## config.mk

```make
export PLATFORM = sky130hd
export DESIGN_NAME = eeprom_page_writer
export DESIGN_NICKNAME = d
export VERILOG_FILES = /design/src/rtl/pgw_pkg.sv /design/src/rtl/pgw_datapath.sv /design/src/rtl/pgw_ctrl.sv /design/src/rtl/eeprom_page_writer.sv
export SDC_FILE = /design/constraint.sdc
export NUM_CORES = 1
export LEC_CHECK = 0
export BUFFER_PORTS_ARGS = -buffer_cell sky130_fd_sc_hd__clkbuf_2
export CORE_AREA = 3 3 92 94
export CTS_CLUSTER_DIAMETER = 40
export DETAILED_ROUTE_END_ITERATION = 16
export DIE_AREA = 0 0 95 97
export HOLD_SLACK_MARGIN = 0.02
export PLACE_DENSITY = 0.68
export SLEW_MARGIN = 20
export SYNTH_ARGS = -nofsm -noshare
export SYNTH_HDL_FRONTEND = slang
export SYNTH_SLANG_ARGS = --single-unit
```

## constraint.sdc

```tcl
create_clock -name clk -period 2.5 [get_ports clk]
set_input_delay 0.375 -clock clk [delete_from_list [all_inputs] [get_ports clk]]
set_output_delay 0.375 -clock clk [all_outputs]
set_load 0.02 [all_outputs]
```

## src/rtl/pgw_pkg.sv

```systemverilog
package pgw_pkg;

  localparam logic [7:0] OP_WREN  = 8'h06;
  localparam logic [7:0] OP_WRITE = 8'h02;
  localparam logic [7:0] OP_RDSR  = 8'h05;

  typedef enum logic [2:0] {
    TX_WREN, TX_WRITE, TX_RDSR, TX_ADRH, TX_ADRL, TX_DATA, TX_DUMMY
  } txSel_e;

  typedef struct packed {
    logic   initXfer;
    logic   frameInit;
    logic   takeData;
    logic   loadTx;
    txSel_e txSel;
    logic   csDrop;
    logic   csRaise;
  } ctrlStrobe_t;

endpackage

```

## src/rtl/pgw_datapath.sv

```systemverilog
module pgw_datapath
  import pgw_pkg::*;
#(
  parameter int ADDR_W  = 10,
  parameter int CNT_W   = 11,
  parameter int PAGE_W  = 4,
  parameter int CLK_DIV = 4
) (
  input  logic              clk,
  input  logic              rstN,
  input  ctrlStrobe_t       strb,
  input  logic [ADDR_W-1:0] startAddr,
  input  logic [CNT_W-1:0]  byteCount,
  input  logic [7:0]        dataIn,
  input  logic              miso,
  output logic              csN,
  output logic              sck,
  output logic              mosi,
  output logic              byteDone,
  output logic              frameEmpty,
  output logic              remEmpty,
  output logic              wipBit
);

  localparam int PAGE_BYTES = 1 << PAGE_W;
  localparam int FRAME_W    = PAGE_W + 1;
  localparam int DIV_W      = $clog2(CLK_DIV + 1);
  localparam int SUM_W      = FRAME_W + 1;

  logic [ADDR_W-1:0]  addr;
  logic [CNT_W-1:0]   remaining;
  logic [FRAME_W-1:0] frameLeft;
  logic [FRAME_W-1:0] spaceLeft;
  logic [FRAME_W-1:0] frameSize;
  logic [15:0]        wideAddr;
  logic [7:0]         txByte;
  logic [7:0]         shReg;
  logic [DIV_W-1:0]   divCnt;
  logic [2:0]         bitCnt;
  logic               active;
  logic               sckR;
  logic               lastRx;
  logic               csR;

  // Transfer bookkeeping: address, bytes left overall and in this frame
  assign wideAddr  = 16'(addr);
  assign spaceLeft = FRAME_W'(PAGE_BYTES) - FRAME_W'(addr[PAGE_W-1:0]);
  assign frameSize = (remaining < CNT_W'(spaceLeft)) ? FRAME_W'(remaining) : spaceLeft;

  always_ff @(posedge clk) begin
    if (!rstN) begin
      addr      <= '0;
      remaining <= '0;
      frameLeft <= '0;
    end else if (strb.initXfer) begin
      addr      <= startAddr;
      remaining <= byteCount;
      frameLeft <= '0;
    end else if (strb.frameInit) begin
      frameLeft <= frameSize;
    end else if (strb.takeData) begin
      addr      <= addr + 1'b1;
      remaining <= remaining - 1'b1;
      frameLeft <= frameLeft - 1'b1;
    end
  end

  assign frameEmpty = (frameLeft == '0);
  assign remEmpty   = (remaining == '0);

  // Outgoing byte selection
  always_comb begin
    case (strb.txSel)
      TX_WREN:  txByte = OP_WREN;
      TX_WRITE: txByte = OP_WRITE;
      TX_RDSR:  txByte = OP_RDSR;
      TX_ADRH:  txByte = wideAddr[15:8];
      TX_ADRL:  txByte = wideAddr[7:0];
      TX_DATA:  txByte = dataIn;
      default:  txByte = 8'h00;
    endcase
  end

  // Bit engine: mode 0, CLK_DIV clocks per SCK half period
  always_ff @(posedge clk) begin
    if (!rstN) begin
      active   <= 1'b0;
      sckR     <= 1'b0;
      divCnt   <= '0;
      bitCnt   <= '0;
      shReg    <= '0;
      lastRx   <= 1'b0;
      byteDone <= 1'b0;
    end else begin
      byteDone <= 1'b0;
      if (strb.loadTx) begin
        shReg  <= txByte;
        active <= 1'b1;
        sckR   <= 1'b0;
        divCnt <= '0;
        bitCnt <= '0;
      end else if (active) begin
        if (divCnt == DIV_W'(CLK_DIV - 1)) begin
          divCnt <= '0;
          if (!sckR) begin
            sckR   <= 1'b1;
            lastRx <= miso;
          end else begin
            sckR <= 1'b0;
            if (bitCnt == 3'd7) begin
              active   <= 1'b0;
              byteDone <= 1'b1;
            end else begin
              bitCnt <= bitCnt + 1'b1;
              shReg  <= {shReg[6:0], 1'b0};
            end
          end
        end else begin
          divCnt <= divCnt + 1'b1;
        end
      end
    end
  end

  always_ff @(posedge clk) begin
    if (!rstN)             csR <= 1'b1;
    else if (strb.csDrop)  csR <= 1'b0;
    else if (strb.csRaise) csR <= 1'b1;
  end

  assign csN    = csR;
  assign sck    = sckR;
  assign mosi   = shReg[7];
  assign wipBit = lastRx;


  sck_idle_chk: assert property (@(posedge clk) disable iff (!rstN)
    csN |-> !sck);


  mosi_hold_chk: assert property (@(posedge clk) disable iff (!rstN)
    (sck && $past(sck)) |-> $stable(mosi));


  cs_boundary_chk: assert property (@(posedge clk) disable iff (!rstN)
    $rose(csN) |-> ($past(!active) && !sck));


  frame_page_chk: assert property (@(posedge clk) disable iff (!rstN)
    strb.frameInit |=> ((SUM_W'(frameLeft) + SUM_W'(addr[PAGE_W-1:0])) <= SUM_W'(PAGE_BYTES)
                        && frameLeft != '0));


  take_budget_chk: assert property (@(posedge clk) disable iff (!rstN)
    strb.takeData |-> (remaining != '0 && frameLeft != '0));

endmodule

```

## src/rtl/pgw_ctrl.sv

```systemverilog
module pgw_ctrl
  import pgw_pkg::*;
#(
  parameter int CNT_W  = 11,
  parameter int CS_GAP = 4
) (
  input  logic             clk,
  input  logic             rstN,
  input  logic             startReq,
  input  logic [CNT_W-1:0] byteCount,
  input  logic             dataValid,
  input  logic             byteDone,
  input  logic             frameEmpty,
  input  logic             remEmpty,
  input  logic             wipBit,
  output ctrlStrobe_t      strb,
  output logic             dataReady,
  output logic             busy,
  output logic             donePulse
);

  localparam int GAP_W = $clog2(CS_GAP + 1);

  typedef enum logic [3:0] {
    S_IDLE, S_GAP, S_WREN, S_WOP, S_ADRH, S_ADRL, S_FETCH, S_DATA, S_ROP, S_RSTAT
  } state_e;

  typedef enum logic [1:0] { F_WREN, F_WRITE, F_RDSR } frame_e;

  state_e           state, stateNxt;
  frame_e           nextFrame, nextFrameNxt;
  logic [GAP_W-1:0] gapCnt;
  logic             doneSet;

  always_comb begin
    strb         = '0;
    strb.txSel   = TX_DUMMY;
    stateNxt     = state;
    nextFrameNxt = nextFrame;
    doneSet      = 1'b0;
    dataReady    = 1'b0;
    case (state)
      S_IDLE: if (startReq) begin
        strb.initXfer = 1'b1;
        if (byteCount == '0) begin
          doneSet = 1'b1;
        end else begin
          nextFrameNxt = F_WREN;
          stateNxt     = S_GAP;
        end
      end
      S_GAP: if (gapCnt >= GAP_W'(CS_GAP - 1)) begin
        strb.csDrop = 1'b1;
        strb.loadTx = 1'b1;
        case (nextFrame)
          F_WREN:  begin strb.txSel = TX_WREN; stateNxt = S_WREN; end
          F_WRITE: begin strb.txSel = TX_WRITE; strb.frameInit = 1'b1; stateNxt = S_WOP; end
          default: begin strb.txSel = TX_RDSR; stateNxt = S_ROP; end
        endcase
      end
      S_WREN: if (byteDone) begin
        strb.csRaise = 1'b1;
        nextFrameNxt = F_WRITE;
        stateNxt     = S_GAP;
      end
      S_WOP: if (byteDone) begin
        strb.loadTx = 1'b1;
        strb.txSel  = TX_ADRH;
        stateNxt    = S_ADRH;
      end
      S_ADRH: if (byteDone) begin
        strb.loadTx = 1'b1;
        strb.txSel  = TX_ADRL;
        stateNxt    = S_ADRL;
      end
      S_ADRL: if (byteDone) stateNxt = S_FETCH;
      S_FETCH: begin
        dataReady = 1'b1;
        if (dataValid) begin
          strb.loadTx   = 1'b1;
          strb.txSel    = TX_DATA;
          strb.takeData = 1'b1;
          stateNxt      = S_DATA;
        end
      end
      S_DATA: if (byteDone) begin
        if (frameEmpty) begin
          strb.csRaise = 1'b1;
          nextFrameNxt = F_RDSR;
          stateNxt     = S_GAP;
        end else begin
          stateNxt = S_FETCH;
        end
      end
      S_ROP: if (byteDone) begin
        strb.loadTx = 1'b1;
        strb.txSel  = TX_DUMMY;
        stateNxt    = S_RSTAT;
      end
      S_RSTAT: if (byteDone) begin
        strb.csRaise = 1'b1;
        if (wipBit) begin
          nextFrameNxt = F_RDSR;
          stateNxt     = S_GAP;
        end else if (remEmpty) begin
          doneSet  = 1'b1;
          stateNxt = S_IDLE;
        end else begin
          nextFrameNxt = F_WREN;
          stateNxt     = S_GAP;
        end
      end
      default: stateNxt = S_IDLE;
    endcase
  end

  always_ff @(posedge clk) begin
    if (!rstN) begin
      state     <= S_IDLE;
      nextFrame <= F_WREN;
      gapCnt    <= '0;
      donePulse <= 1'b0;
    end else begin
      state     <= stateNxt;
      nextFrame <= nextFrameNxt;
      donePulse <= doneSet;
      if (state != S_GAP || stateNxt != S_GAP) gapCnt <= '0;
      else if (gapCnt != '1)                   gapCnt <= gapCnt + 1'b1;
    end
  end

  assign busy = (state != S_IDLE);


  done_single_chk: assert property (@(posedge clk) disable iff (!rstN)
    donePulse |=> !donePulse);


  done_idle_chk: assert property (@(posedge clk) disable iff (!rstN)
    donePulse |-> !busy);


  idle_ready_chk: assert property (@(posedge clk) disable iff (!rstN)
    !busy |-> !dataReady);

endmodule

```

## src/rtl/eeprom_page_writer.sv

```systemverilog
module eeprom_page_writer
  import pgw_pkg::*;
#(
  parameter int ADDR_W  = 10,
  parameter int CNT_W   = 11,
  parameter int PAGE_W  = 4,
  parameter int CLK_DIV = 4,
  parameter int CS_GAP  = 4
) (
  input  logic              clk,
  input  logic              rstN,
  input  logic              startReq,
  input  logic [ADDR_W-1:0] startAddr,
  input  logic [CNT_W-1:0]  byteCount,
  input  logic [7:0]        dataIn,
  input  logic              dataValid,
  output logic              dataReady,
  output logic              busy,
  output logic              donePulse,
  output logic              csN,
  output logic              sck,
  output logic              mosi,
  input  logic              miso
);

  ctrlStrobe_t strb;
  logic        byteDone, frameEmpty, remEmpty, wipBit;

  pgw_ctrl #(.CNT_W(CNT_W), .CS_GAP(CS_GAP)) ctrl (
    .clk(clk), .rstN(rstN), .startReq(startReq), .byteCount(byteCount),
    .dataValid(dataValid), .byteDone(byteDone), .frameEmpty(frameEmpty),
    .remEmpty(remEmpty), .wipBit(wipBit), .strb(strb),
    .dataReady(dataReady), .busy(busy), .donePulse(donePulse)
  );

  pgw_datapath #(.ADDR_W(ADDR_W), .CNT_W(CNT_W), .PAGE_W(PAGE_W), .CLK_DIV(CLK_DIV)) dp (
    .clk(clk), .rstN(rstN), .strb(strb), .startAddr(startAddr),
    .byteCount(byteCount), .dataIn(dataIn), .miso(miso),
    .csN(csN), .sck(sck), .mosi(mosi), .byteDone(byteDone),
    .frameEmpty(frameEmpty), .remEmpty(remEmpty), .wipBit(wipBit)
  );

endmodule

```

Yosys cells after proc, flatten, opt, wreduce, memory -nomap -nowiden
Index checks and enable logic that the tools add are counted.

Input bits: 34. Output and inout port bits: 6. Word-level logic and storage cells: 160. Register bits: 55.

Mux-type cells: 75. Eq/ne operators: 29. Reductions and logical operators: 26. $add $sub $neg: 7. Bitwise operators: 6. Magnitude comparators: 2.

Operator list (number): $mux W4 (15); $pmux W8 S6 (1); $mux W8 (5); $pmux W4 S10 (1); $mux W11 (3); $mux W10 (3); $mux W1 (26); $mux W5 (5); $logic_not A11 Y1 (2); $pmux W4 S5 (1); $eq A4 B3 Y1 const B (4); $mux W2 (8); $reduce_and A4 Y1 (3); $reduce_bool A2 Y1 (6); $lt A11 B5 Y1 (1); $sub A11 B1 Y11 const B (1); $add A10 B1 Y10 const B (1); $ne A2 B1 Y1 const B (5); $add A3 B1 Y3 const B (3); $eq A3 B2 Y1 const B (3); $eq A3 B3 Y1 const B (3); $eq A4 B2 Y1 const B (2); $eq A4 B4 Y1 const B (2); $ne A4 B1 Y1 const B (2); 25 further kinds (39).

Longest topological paths before layout
Depth in word-level cells: 8. Gate-level depth with buffers: 8. Gate-level depth less buffers: 8.

Hierarchy
From an unflattened synthesis, not the netlist that was laid out.

Cells, all modules: 417. Area, all modules: 3429.5 µm².

Modules (own cells, without submodules): pgw_datapath (area an instance 2553.7 µm², cells each 297, instances 1, seq. area each 900.9 µm²); pgw_ctrl (area an instance 875.8 µm², cells each 120, instances 1, seq. area each 200.2 µm²).

Least setup slack after synthesis
No wires, ideal clock.

Kind: flip-flop to flip-flop. From: register ctrl.gapCnt[0]. To: register dp.lastRx (netlist: dp.wipBit). Stages on the path, launching flop included: 9. Setup slack: 0.208 ns. Clock period less this slack: 2.292 ns. Arrival time: 2.174 ns. Path buffers: 1. Data required time: 2.382 ns. Library setup time: 0.118 ns. Path through: dfxtp_1 -> ha_1 -> ha_1 -> a211oi_4 -> nor2_2 -> or3_1 -> clkbuf_2 -> or3_1 -> mux2i_1.

Cells in the longest elaborated chain, start to end: 5.

RTL lines: from (decl) (RTL line pgw_ctrl.sv:32) `logic [GAP_W-1:0] gapCnt;`; from (signal assigned) (RTL line pgw_ctrl.sv:128) `else if (gapCnt != '1) gapCnt <= gapCnt + 1'b1;`; $ge A3 B2 Y1 (RTL line pgw_ctrl.sv:52) `S_GAP: if (gapCnt >= GAP_W'(CS_GAP - 1)) begin`; $mux W5 (RTL line pgw_ctrl.sv:52); $pmux W4 S5 (RTL line pgw_ctrl.sv:42) `case (state)`; $not A1 Y1 (no line); $reduce_and A4 Y1 (no line); to (signal assigned) (RTL line pgw_datapath.sv:107) `lastRx <= miso;`; to (decl) (RTL line pgw_datapath.sv:42) `logic lastRx;`.

Every way passes these cells. A chain may end at the register's enable or synchronous reset.

Worst setup path in the final report
From: register ctrl.gapCnt[0]. To: register dp.divCnt[2].

Cells in the longest elaborated chain, start to end: 4.

RTL lines: $ge A3 B2 Y1 (RTL line pgw_ctrl.sv:52); $mux W5 (RTL line pgw_ctrl.sv:52); $pmux W4 S5 (RTL line pgw_ctrl.sv:42); $reduce_or A2 Y1 (no line); to (signal assigned) (RTL line pgw_datapath.sv:119) `divCnt <= divCnt + 1'b1;`; to (decl) (RTL line pgw_datapath.sv:38) `logic [DIV_W-1:0] divCnt;`.

Every way passes these cells.

==> impl_metrics.toml <==
[sta]
slew_headroom_pct = 51.6
final_setup_fails = 0
worst_hold_slack_ns = 0.275
setup_total_negative_slack_ns = 0
rsz0062_at_grt = "false"
drv_slew = 0
worstMarginPinSlew_ns = 0.725
final-hold-violation-count = 0
final_min_period_over_clock_period_pct = 91.8
final_period_minus_worst_setup_slack_ns = 2.30
max_freq_mhz = 436
clock-skew-final_ns = 0.0129

[final_layout]
drive_gt1_share_pct = 18.0
final_nets = 515
utilization_pct = 50.4
finalInstanceArea_mm2 = 0.00389
areaGrowthSynthToFinish_pct = 12.9
mostFrequentLayoutCell = "dfxtp_1"
layout.cells.most_common_list = "dfxtp_1 (54), nor2_1 (48), clkbuf_2 (39)"
num_antenna_cells = 0

[placement]
hpwl_mm = 6.71
gp_congestion = 0.966
dpl-instance-area_mm2 = 0.00379
buffer_ports.inserted = 39

[floorplan]
floorplan.die.width_um = 95
rows = 32
initial_core_utilization_pct = 44.6
placeableCoreArea_mm2 = 0.00773
floorplan.die_area_mm2 = 0.00922
die_y_um = 97
top_level_ports = 40

[grt]
groute.usage.overall_pct = 19.9
grt.overflow.total = 0
first_global_vias = 3145
grt_start_max_net_pins = 22
antenna_found_initial = 0
grt_first_pass_wirelength_mm = 14.9

[worst_hold_path]
min-delay-start = "miso"
holdCritPathClass = "primary input to register"
hold-path-cell-count = 3
worst_hold_path.endpoint = "dp.wipBit"

[clocking]
cts-root-buf = "clkbuf_8"
cts_buffers = 5
cts_sinks = 55
ctsHtreeMaxLevel = 2
clock_insertion_delay_worst_skew_ns = 0.32
cts.path.max_buffers = 2
cts.reportedPaths.clkPinSlew_ns = 0.12
cts_tree = "done"
cts.repair_timing.setup_buffer_count = 0
cts_hold_buffers = 0

[critical_path]
endpoint_kind = "register"
r2r_setup_slack_ns = 0.20
worstPathRequired_ns = 2.74
worstSetupPathType = "register to register"
launch_point_of_the_worst_reg_to_reg_path = "ctrl.gapCnt[0]"
regToRegEndpoint = "dp.divCnt[2]"
worst-r2r-cell-count = 7
cp_arrival_ns = 2.53
crit_fanout = 10
cp-start-kind = "register"

[pwr]
share_clk_of_total_power_pct = 30.1
power.switching_mw = 0.540
switching_share_pct = 30.1
internal-power_mw = 1.25
power_frac_seq_pct = 52.5
power.combinational.fraction_pct = 17.4
power.ir.vdd_worst_v = 0.000290
total_leakage_power_nw = 1.60
power_density_mw_per_mm2 = 460

[yosys]
yosys.area.top_type = "dfxtp_1"
synth_compound_area_share_pct = 25.0
synth.mux.area_fraction_pct = 4.21
synth_largest_type_area_fraction_pct = 31.9
syn-cell-area_mm2 = 0.00345
largest_family_of_logic_cells_by_synthesized_area = "compound AO/OA/AOI/OAI gates"
asr_flop_ratio_synth_pct = 0
synthCells = 425
synth_enable_flop_cells = 0
synth_area_leaders = "dfxtp_1 (32%), ha_1 (5.8%), nor2_1 (5.2%), nand2_1 (3.8%), o21ai_0 (3.5%)"
synth_fa_ha_area_share_pct = 5.81
synth.distinct_cells = 68
syn_avg_cell_area_um2 = 8.11
synth_xor_xnor_area_share_pct = 3.30
synth_simple_gate_area_share_pct = 24.1
postSynthNetCount = 475
ys_warn_count = 0
post_synthesis_register_bit_count = 55
ys.flop_type = "dfxtp_1"
synth_sequential_area_ratio_pct = 31.9

[run]
number_of_maximum_capacitance_violations = 0

[routing]
wirelength_routed_mm = 8.93
antenna_left = 0
detail_route.drc_violations = 0
detailedRoute.firstPassIterationCount = 5
dr_total_vias = 3321
detail_route.vias_per_cell = 5.85
count_of_routing_violations_after_the_opening_detailed_route_iteration = 241
routed_wire_length_per_instance_um = 15.7

[outcome]
status = "completed"
power groups by stage:
| stage | sequential, mW | clock (mW) | combinational, mW |
|---|---|---|---|
| final | 0.940 | 0.538 | 0.311 |
| after CTS | 0.940 | 0.551 | 0.308 |
| after global routing | 0.946 | 0.582 | 0.345 |
| after floorplan | 0.950 | 0 | 0.209 |
| after global placement | 0.959 | 0 | 0.299 |
| after detailed placement | 0.959 | 0 | 0.306 |
what timing repair did:
| item | in CTS | in global routing |
|---|---|---|
| gates resized for setup | 0 | 2 |
| hold endpoints to repair | 0 | 0 |
| endpoints found under the setup margin | 0 | 3 |
kinds of logic (layout without fill, tap and decap cells):
logic type,after synthesis,after routing
AO/OA/AOI/OAI,122,122
adder cells (fa/ha/maj),16,16
XOR/XNOR,13,13
flip-flops,55,55
buffers and inverters,45,86
multiplexers,14,14
AND/OR/NAND/NOR,160,160
cell type report:
class	count	area (µm²)
Fill cell	746	3830
Clock buffer	5	68.8
Tap cell	102	128
Timing Repair Buffer	58	338
Multi-Input combinational cell	325	2150
Sequential cell	55	1100
Clock inverter	3	28.8
Inverter	20	75.1
state kept, by name (all words and copies together), names as in the netlist, 2 cells and up:
name            count
ctrl.gapCnt         3
ctrl.nextFrame      2
ctrl.state          4
dp.addr            10
dp.bitCnt           3
dp.divCnt           3
dp.frameLeft        5
dp.remaining       11
dp.shReg            8
how the worst max path moves through the flow:
stage / startpoint / to / slack (ns) / cells after the start
2_1_floorplan: ctrl.gapCnt[0] / dp.wipBit / 0.21 / 8
3_3_place_gp: dp.addr[1] / dp.frameLeft[4] / 0.25 / 8
3_5_place_dp: dp.addr[1] / dp.frameLeft[2] / 0.16 / 8
4_1_cts: dp.addr[1] / dp.frameLeft[2] / 0.12 / 8
5_1_grt: dp.addr[1] / dp.frameLeft[4] / 0.05 / 8
6_report: ctrl.gapCnt[0] / dp.divCnt[2] / 0.20 / 7
routing by layer:
metal	global-route usage, %	vias up	routed length [µm]
met4	6.55	0	188
met5	0	-	0
met2	31.2	101	4080
li1	-	1651	-
met1	27.7	1552	4220
met3	3.19	17	440
Yosys cell counts, types with 8 or more instances:
| library cell | n |
|---|---|
| dfxtp_1 | 55 |
| buf_2 | 8 |
| a22oi_1 | 9 |
| o21ai_0 | 24 |
| nor2_1 | 48 |
| a21oi_1 | 23 |
| inv_1 | 20 |
| xnor2_1 | 8 |
| clkbuf_1 | 12 |
| mux2i_1 | 10 |
| nand2_1 | 35 |
| ha_1 | 16 |
| nor3_1 | 16 |
| a211oi_1 | 13 |
| nand3_1 | 9 |
metrics by stage:
stage               setup slack, ns  power, mW  instances
floorplan                     0.208       1.16        425
global placement              0.251       1.26        560
detailed placement            0.161       1.27        560
CTS                           0.122       1.80        568
global route                 0.0486       1.87        568
finish                        0.204       1.79        568
critical path: stages, from the launching register on:
cell,delay [ns]
dfxtp_1,0.38
ha_1,0.24
ha_1,0.23
a211oi_4,0.32
nor2_2,0.09
nor3_1,0.35
nand2_1,0.29
a211oi_1,0.31
No activity file was read; power rests on OpenSTA's default activity.
